File: config.mk
export PLATFORM = sky130hd
export DESIGN_NAME = vec_irq_ctrl
export DESIGN_NICKNAME = d
export VERILOG_FILES = /design/src/rtl/irq_ctrl_pkg.sv /design/src/rtl/irq_ext_trig.sv /design/src/rtl/irq_arbiter.sv /design/src/rtl/irq_level_track.sv /design/src/rtl/vec_irq_ctrl.sv
export SDC_FILE = /design/constraint.sdc
export NUM_CORES = 1
export LEC_CHECK = 0
export ABC_AREA = 1
export BUFFER_PORTS_ARGS = -buffer_cell sky130_fd_sc_hd__clkbuf_2
export CAP_MARGIN = 20
export CORE_MARGIN = 2
export CORE_UTILIZATION = 53
export CTS_CLUSTER_SIZE = 20
export DETAILED_ROUTE_END_ITERATION = 8
export PLACE_DENSITY = 0.78
export SYNTH_ARGS = -nofsm -noshare
export SYNTH_HDL_FRONTEND = slang
export SYNTH_SLANG_ARGS = --single-unit
File: constraint.sdc
create_clock -name clk -period 1.8 [get_ports clk]
set_input_delay 0.18 -clock clk [delete_from_list [all_inputs] [get_ports clk]]
set_output_delay 0.18 -clock clk [all_outputs]
set_load 0.005 [all_outputs]
File: src/rtl/irq_ctrl_pkg.sv
package irq_ctrl_pkg;
  localparam int N_SRC = 5;
  localparam int VEC_W = $clog2(N_SRC);
  localparam int N_EXT = 2;
  localparam int N_TMR = 2;

  typedef enum logic [1:0] {
    SEL_ENA  = 2'd0,
    SEL_PRI  = 2'd1,
    SEL_TCTL = 2'd2,
    SEL_SCTL = 2'd3
  } reg_sel_e;

  typedef struct packed {
    logic             valid;
    logic             high;
    logic [VEC_W-1:0] idx;
  } arb_res_t;
endpackage

File: src/rtl/irq_ext_trig.sv
module irq_ext_trig #(
  parameter int SYNC_STAGES = 2
) (
  input  logic clk,
  input  logic rst_n,
  input  logic pin_n,
  input  logic edge_mode,
  input  logic ack_clr,
  input  logic sw_we,
  input  logic sw_val,
  output logic flag
);
  logic [SYNC_STAGES-1:0] sync_q;
  logic prev_q;
  logic flag_q, flag_d;
  logic pin_s, fall;

  assign pin_s = sync_q[SYNC_STAGES-1];
  assign fall  = prev_q & ~pin_s;

  always_comb begin
    if (!edge_mode) begin
      flag_d = ~pin_s;
    end else begin
      flag_d = flag_q;
      if (sw_we)   flag_d = sw_val;
      if (ack_clr) flag_d = 1'b0;
      if (fall)    flag_d = 1'b1;
    end
  end

  always_ff @(posedge clk or negedge rst_n) begin
    if (!rst_n) begin
      sync_q <= '1;
      prev_q <= 1'b1;
      flag_q <= 1'b0;
    end else begin
      sync_q <= {sync_q[SYNC_STAGES-2:0], pin_n};
      prev_q <= pin_s;
      flag_q <= flag_d;
    end
  end

  assign flag = flag_q;
endmodule

File: src/rtl/irq_arbiter.sv
module irq_arbiter
  import irq_ctrl_pkg::*;
#(
  parameter int N = N_SRC,
  parameter int W = VEC_W
) (
  input  logic [N-1:0] pend,
  input  logic [N-1:0] high_lvl,
  output arb_res_t     res
);
  logic         hi_v, lo_v;
  logic [W-1:0] hi_idx, lo_idx;

  always_comb begin
    hi_v = 1'b0; lo_v = 1'b0;
    hi_idx = '0; lo_idx = '0;
    for (int i = N - 1; i >= 0; i--) begin
      if (pend[i] && high_lvl[i]) begin
        hi_v   = 1'b1;
        hi_idx = W'(i);
      end
      if (pend[i]) begin
        lo_v   = 1'b1;
        lo_idx = W'(i);
      end
    end
    res.valid = lo_v;
    res.high  = hi_v;
    res.idx   = hi_v ? hi_idx : lo_idx;
  end
endmodule

File: src/rtl/irq_level_track.sv
module irq_level_track (
  input  logic       clk,
  input  logic       rst_n,
  input  logic       take,
  input  logic       take_high,
  input  logic       ret,
  output logic [1:0] in_svc
);
  logic [1:0] svc_q, svc_d;

  always_comb begin
    svc_d = svc_q;
    if (ret) begin
      if (svc_q[1]) svc_d[1] = 1'b0;
      else          svc_d[0] = 1'b0;
    end
    if (take) svc_d[take_high] = 1'b1;
  end

  always_ff @(posedge clk or negedge rst_n) begin
    if (!rst_n) svc_q <= 2'b00;
    else        svc_q <= svc_d;
  end

  assign in_svc = svc_q;
endmodule

File: src/rtl/vec_irq_ctrl.sv
module vec_irq_ctrl
  import irq_ctrl_pkg::*;
#(
  parameter int SYNC_STAGES = 2
) (
  input  logic       clk,
  input  logic       rst_n,
  input  logic [1:0] ext_n,
  input  logic [1:0] tmr_ovf,
  input  logic       ser_rx_done,
  input  logic       ser_tx_done,
  input  logic [1:0] reg_sel,
  input  logic       reg_wr,
  input  logic [7:0] reg_wdata,
  output logic [7:0] reg_rdata,
  output logic       irq_req,
  output logic [2:0] irq_vec,
  input  logic       irq_ack,
  input  logic       irq_ret
);
  logic             ea_q, ea_d;
  logic [N_SRC-1:0] en_q, en_d, pri_q, pri_d;
  logic [N_EXT-1:0] mode_q, mode_d, ext_flag;
  logic [N_TMR-1:0] tf_q, tf_d;
  logic [1:0]       ser_q, ser_d;
  logic [N_SRC-1:0] pend, masked, ack_hit;
  logic [1:0]       in_svc;
  logic             we_ena, we_pri, we_tctl, we_sctl, level_free, ack_ok;
  arb_res_t         arb;

  assign we_ena  = reg_wr && (reg_sel == SEL_ENA);
  assign we_pri  = reg_wr && (reg_sel == SEL_PRI);
  assign we_tctl = reg_wr && (reg_sel == SEL_TCTL);
  assign we_sctl = reg_wr && (reg_sel == SEL_SCTL);

  always_comb begin
    ea_d   = we_ena  ? reg_wdata[7]           : ea_q;
    en_d   = we_ena  ? reg_wdata[N_SRC-1:0]   : en_q;
    pri_d  = we_pri  ? reg_wdata[N_SRC-1:0]   : pri_q;
    mode_d = we_tctl ? {reg_wdata[2], reg_wdata[0]} : mode_q;
    tf_d   = we_tctl ? {reg_wdata[7], reg_wdata[5]} : tf_q;
    for (int k = 0; k < N_TMR; k++) begin
      if (ack_hit[2*k+1]) tf_d[k] = 1'b0;
      if (tmr_ovf[k])     tf_d[k] = 1'b1;
    end
    ser_d = we_sctl ? reg_wdata[1:0] : ser_q;
    if (ser_rx_done) ser_d[0] = 1'b1;
    if (ser_tx_done) ser_d[1] = 1'b1;
  end

  always_ff @(posedge clk or negedge rst_n) begin
    if (!rst_n) begin
      ea_q   <= 1'b0;
      en_q   <= '0;
      pri_q  <= '0;
      mode_q <= '0;
      tf_q   <= '0;
      ser_q  <= '0;
    end else begin
      ea_q   <= ea_d;
      en_q   <= en_d;
      pri_q  <= pri_d;
      mode_q <= mode_d;
      tf_q   <= tf_d;
      ser_q  <= ser_d;
    end
  end

  for (genvar g = 0; g < N_EXT; g++) begin : g_ext
    irq_ext_trig #(.SYNC_STAGES(SYNC_STAGES)) u_trig (
      .clk      (clk),
      .rst_n    (rst_n),
      .pin_n    (ext_n[g]),
      .edge_mode(mode_q[g]),
      .ack_clr  (ack_hit[2*g]),
      .sw_we    (we_tctl),
      .sw_val   (reg_wdata[2*g+1]),
      .flag     (ext_flag[g])
    );
  end

  assign pend   = {|ser_q, tf_q[1], ext_flag[1], tf_q[0], ext_flag[0]};
  assign masked = pend & en_q & {N_SRC{ea_q}};

  irq_arbiter #(.N(N_SRC), .W(VEC_W)) u_arb (
    .pend    (masked),
    .high_lvl(pri_q),
    .res     (arb)
  );

  assign level_free = arb.high ? !in_svc[1] : (in_svc == 2'b00);
  assign irq_req    = arb.valid && level_free;
  assign irq_vec    = arb.idx;
  assign ack_ok     = irq_ack && irq_req;

  for (genvar s = 0; s < N_SRC; s++) begin : g_ack
    assign ack_hit[s] = ack_ok && (arb.idx == VEC_W'(s));
  end

  irq_level_track u_lvl (
    .clk      (clk),
    .rst_n    (rst_n),
    .take     (ack_ok),
    .take_high(arb.high),
    .ret      (irq_ret),
    .in_svc   (in_svc)
  );

  always_comb begin
    unique case (reg_sel)
      SEL_ENA:  reg_rdata = {ea_q, 2'b00, en_q};
      SEL_PRI:  reg_rdata = {3'b000, pri_q};
      SEL_TCTL: reg_rdata = {tf_q[1], 1'b0, tf_q[0], 1'b0,
                             ext_flag[1], mode_q[1], ext_flag[0], mode_q[0]};
      default:  reg_rdata = {6'b000000, ser_q};
    endcase
  end
endmodule

==> run_results.csv <==
group,metric,value,unit
sta,fin_setup_tns,0,ns
yosys,synth_mux_area_frac,0.00763,
floorplanning,start_util,0.544,
pwr,switching_power,593,uW
placement,gp_congestion,0.843,
sta,fin_skew,0.00615,ns
layout,final_cell_mix,"nand2_1, clkbuf_2, inv_1",
yosys,synth_top_cell_area_share,0.356,
yosys,synth_top_family_by_area,"simple AND/OR/NAND/NOR gates",
yosys,seq_area_frac_synth,0.463,
critical_path,end_kind,"primary output",
yosys,synth_top_area_cell,"dfrtp_1",
critical_path,path_class,"reg -> out",
pwr,p_int,1.04,mW
min_path,min_to,"ser_q[0]$_DFFE_PN0P_",
sta,final_max_slew_viol_count,0,
layout,nets,257,
yosys,netlist_area,1480,um^2
pwr,share_seq_of_total_power,0.479,
sta,fin_worst_hold_slack,0.0416,ns
floorplanning,ios,33,
floorplanning,rows,19,
global_routing,use_met2,0.359,
sta,grt_setup_unrepaired,"yes",
layout,final_common_cell,"nand2_1",
cts,clock_latency,0.32,ns
cts,clock-sinks,27,
layout,drive_gt1_frac,0.328,
cts,cts_tree,"yes",
critical_path,critPathRequiredTime,1.62,ns
floorplanning,die_y,56.8,um
placement,dp.cells,254,
global_routing,antenna_found_initial,0,
global_routing,grt_max_degree,28,
pwr,p_sw_frac,0.362,
drt,ant_nets,0,
critical_path,max_stage_delay,0.43,ns
global_routing,grt_busiest_layer,"met2",
critical_path,cp_top_family,"simple AND/OR/NAND/NOR gates",
floorplanning,die-area,3220,um^2
yosys,synth-simple-area-share,0.315,
critical_path,reg2reg_to,"g_ext[1].u_trig.flag$_DFFE_PN0P_",
critical_path,critPathLaunchType,"flip-flop",
critical_path,crit_path_top_delay_cell,"dfrtp_2",
global_routing,grt.total_usage,0.209,
sta,relSlewSlack,0.551,
cts,cts_buffers,3,
min_path,hold_path_class,"in -> reg",
floorplanning,core-area,2710,um^2
min_path,whs_path_depth,3,
drt,drtPass1Iterations,4,
pwr,p_clk_frac,0.159,
yosys,yosys_warnings,0,
sta,fmax,570,MHz
sta,setup_violations,0,
yosys,synthXorXnorAreaFrac,0,
layout,fin_area,1840,um^2
pwr,combPwrFrac,0.362,
placement,placed_area,1660,um^2
flow_run,cap_violations,0,
drt,num_vias,1341,
sta,finalHoldViolCount,0,
cts,cts_root_buf,"clkbuf_4",
placement,post-dp-hpwl,2340,um
yosys,synth_area_leaders,"dfrtp_1, nand2_1, dfstp_2",
critical_path,r2r_start,"ea_q$_DFFE_PN0P_",
cts,htreeDepth,1,
layout,final_cells,266,
drt,drc,0,
critical_path,reg2reg_slack,0.12,ns
yosys,synth-compound-area-share,0.128,
pwr,leakage,0.965,nW
min_path,min-delay-start,"ser_rx_done",
yosys,avgSynthCellArea,7.64,um^2
critical_path,crit_fanout,5,
drt,wl,3170,um
critical_path,cp_common_cell,"nor2_4",
yosys,syn_nets,214,
layout,area_growth,24.8,%
global_routing,grt_pass1_wl,5400,um
global_routing,use_met1,0.289,
drt,vias_per_cell,5.04,
yosys,synth_cells,193,
cts,cts.reportedPaths.clkPinSlew,0.14,ns
sta,fin_crit,1.76,ns
cts,cts_max_path_buffers,2,
global_routing,grt-ovfl-total,0,
floorplanning,die_w,56.8,um
critical_path,rr_worst_depth,13,
critical_path,critPathArrivalTime,1.58,ns
global_routing,grt_use_met3,0.0207,
pwr,power_density,889,nW/um^2
sta,worst_slack,0.0443,ns
sta,tightest_slew,0.673,ns
placement,portBuffers,30,
pwr,vdd_drop_max,0.000737,V
pwr,power.total,1.64,mW
run_status,status,"finished, final reports clean",
critical_path,critical_path.cell_chain,"buf_6 -> nand3_4 -> nor2_4 -> nor2_4 -> nand3_2 -> nor2_4 -> clkbuf_2",
layout,diodes,0,
sta,timing.final.crit_share,0.975,
layout,fill_cells,235,
yosys,synth-adder-area-share,0,
drt,drt_iter0_markers,47,
layout,postLayoutCoreUtil,0.679,
critical_path,critical_path_buf_inv_count,2,
global_routing,grt_pass1_vias,1257,
yosys,synth_cell_type_count,25,
yosys,ys_seq_elements,27,
placement,place_ws,0.0513,ns
drt,wire_per_inst,11.9,um
## sequential cells by signal, summed over array words and instances (netlist names), 2 cells and up
signal / count
en_q: 5
g_ext.u_trig.flag: 2
g_ext.u_trig.prev_q: 2
g_ext.u_trig.sync_q: 4
mode_q: 2
pri_q: 5
ser_q: 2
tf_q: 2
u_lvl.in_svc: 2
## synth_stat cells
master / instances
clkbuf_1: 1
a21oi_1: 3
o2111ai_1: 2
nor3_1: 1
o21bai_1: 3
nor2_1: 19
mux2_2: 1
nand2_2: 2
a21boi_0: 1
a21oi_2: 3
nor2_4: 2
nand3_1: 9
buf_6: 1
nand4_1: 2
nand2_4: 1
nand3_2: 4
nand2_1: 58
inv_1: 27
conb_1: 1
nor2_2: 3
nand3b_1: 1
buf_4: 1
o21ai_0: 20
dfstp_2: 6
dfrtp_1: 21
## worst max-delay path by stage
stage	cells after the start	end	start	slack, ns
after detailed placement	11	g_ext[1].u_trig.flag$_DFFE_PN0P_	ea_q$_DFFE_PN0P_	0.05
after CTS	7	irq_vec[2]	ea_q$_DFFE_PN0P_	0.01
after floorplan	10	g_ext[1].u_trig.flag$_DFFE_PN0P_	ser_q[0]$_DFFE_PN0P_	0.37
after global routing	7	irq_vec[2]	ea_q$_DFFE_PN0P_	-0.04
final	7	irq_vec[2]	ea_q$_DFFE_PN0P_	0.04
after global placement	11	g_ext[1].u_trig.flag$_DFFE_PN0P_	ea_q$_DFFE_PN0P_	0.08
## cells by family after synthesis
group / after synthesis
AOI/OAI and AO/OA: 32
buffers and inverters: 30
DFF: 27
muxes: 1
other: 1
and+or+nand+nor: 102
## repair_timing
item / in CTS / in global routing
hold endpoints to repair: 23 / 0
setup buffers: 3 / 2
pin swaps: 2 / 10
hold buffers: 3 / 0
endpoints found under the setup margin: 4 / 6
resized for setup: 6 / 21
## cell type report
| cell class | count | area, um^2 | area share |
|---|---|---|---|
| multi-input cells | 136 | 742 | 0.403 |
| repair buffers | 41 | 248 | 0.135 |
| well taps | 31 | 38.8 | 0.0211 |
| clock buffers | 4 | 26.3 | 0.0143 |
| flip-flops and latches | 27 | 684 | 0.372 |
| inverters | 27 | 101 | 0.0551 |
## worst min-delay path, cell delays in order
cell	delay, ns
clkbuf_2	0.07
a21oi_1	0.03
o21ai_0	0.05
## power by group through the flow
stage / Sequential [mW] / Clock, mW / Combinational [mW]
after CTS: 0.778 / 0.275 / 0.512
final: 0.784 / 0.260 / 0.593
after floorplan: 0.769 / 0 / 0.342
after global routing: 0.794 / 0.295 / 0.669
after detailed placement: 0.801 / 0 / 0.462
after global placement: 0.800 / 0 / 0.452
## layer usage
layer	vias up	wire length, um
li1	694	-
met3	0	89
met2	23	1560
met5	-	0
met1	624	1520
met4	0	0
No activity file was read; power rests on OpenSTA's default activity.
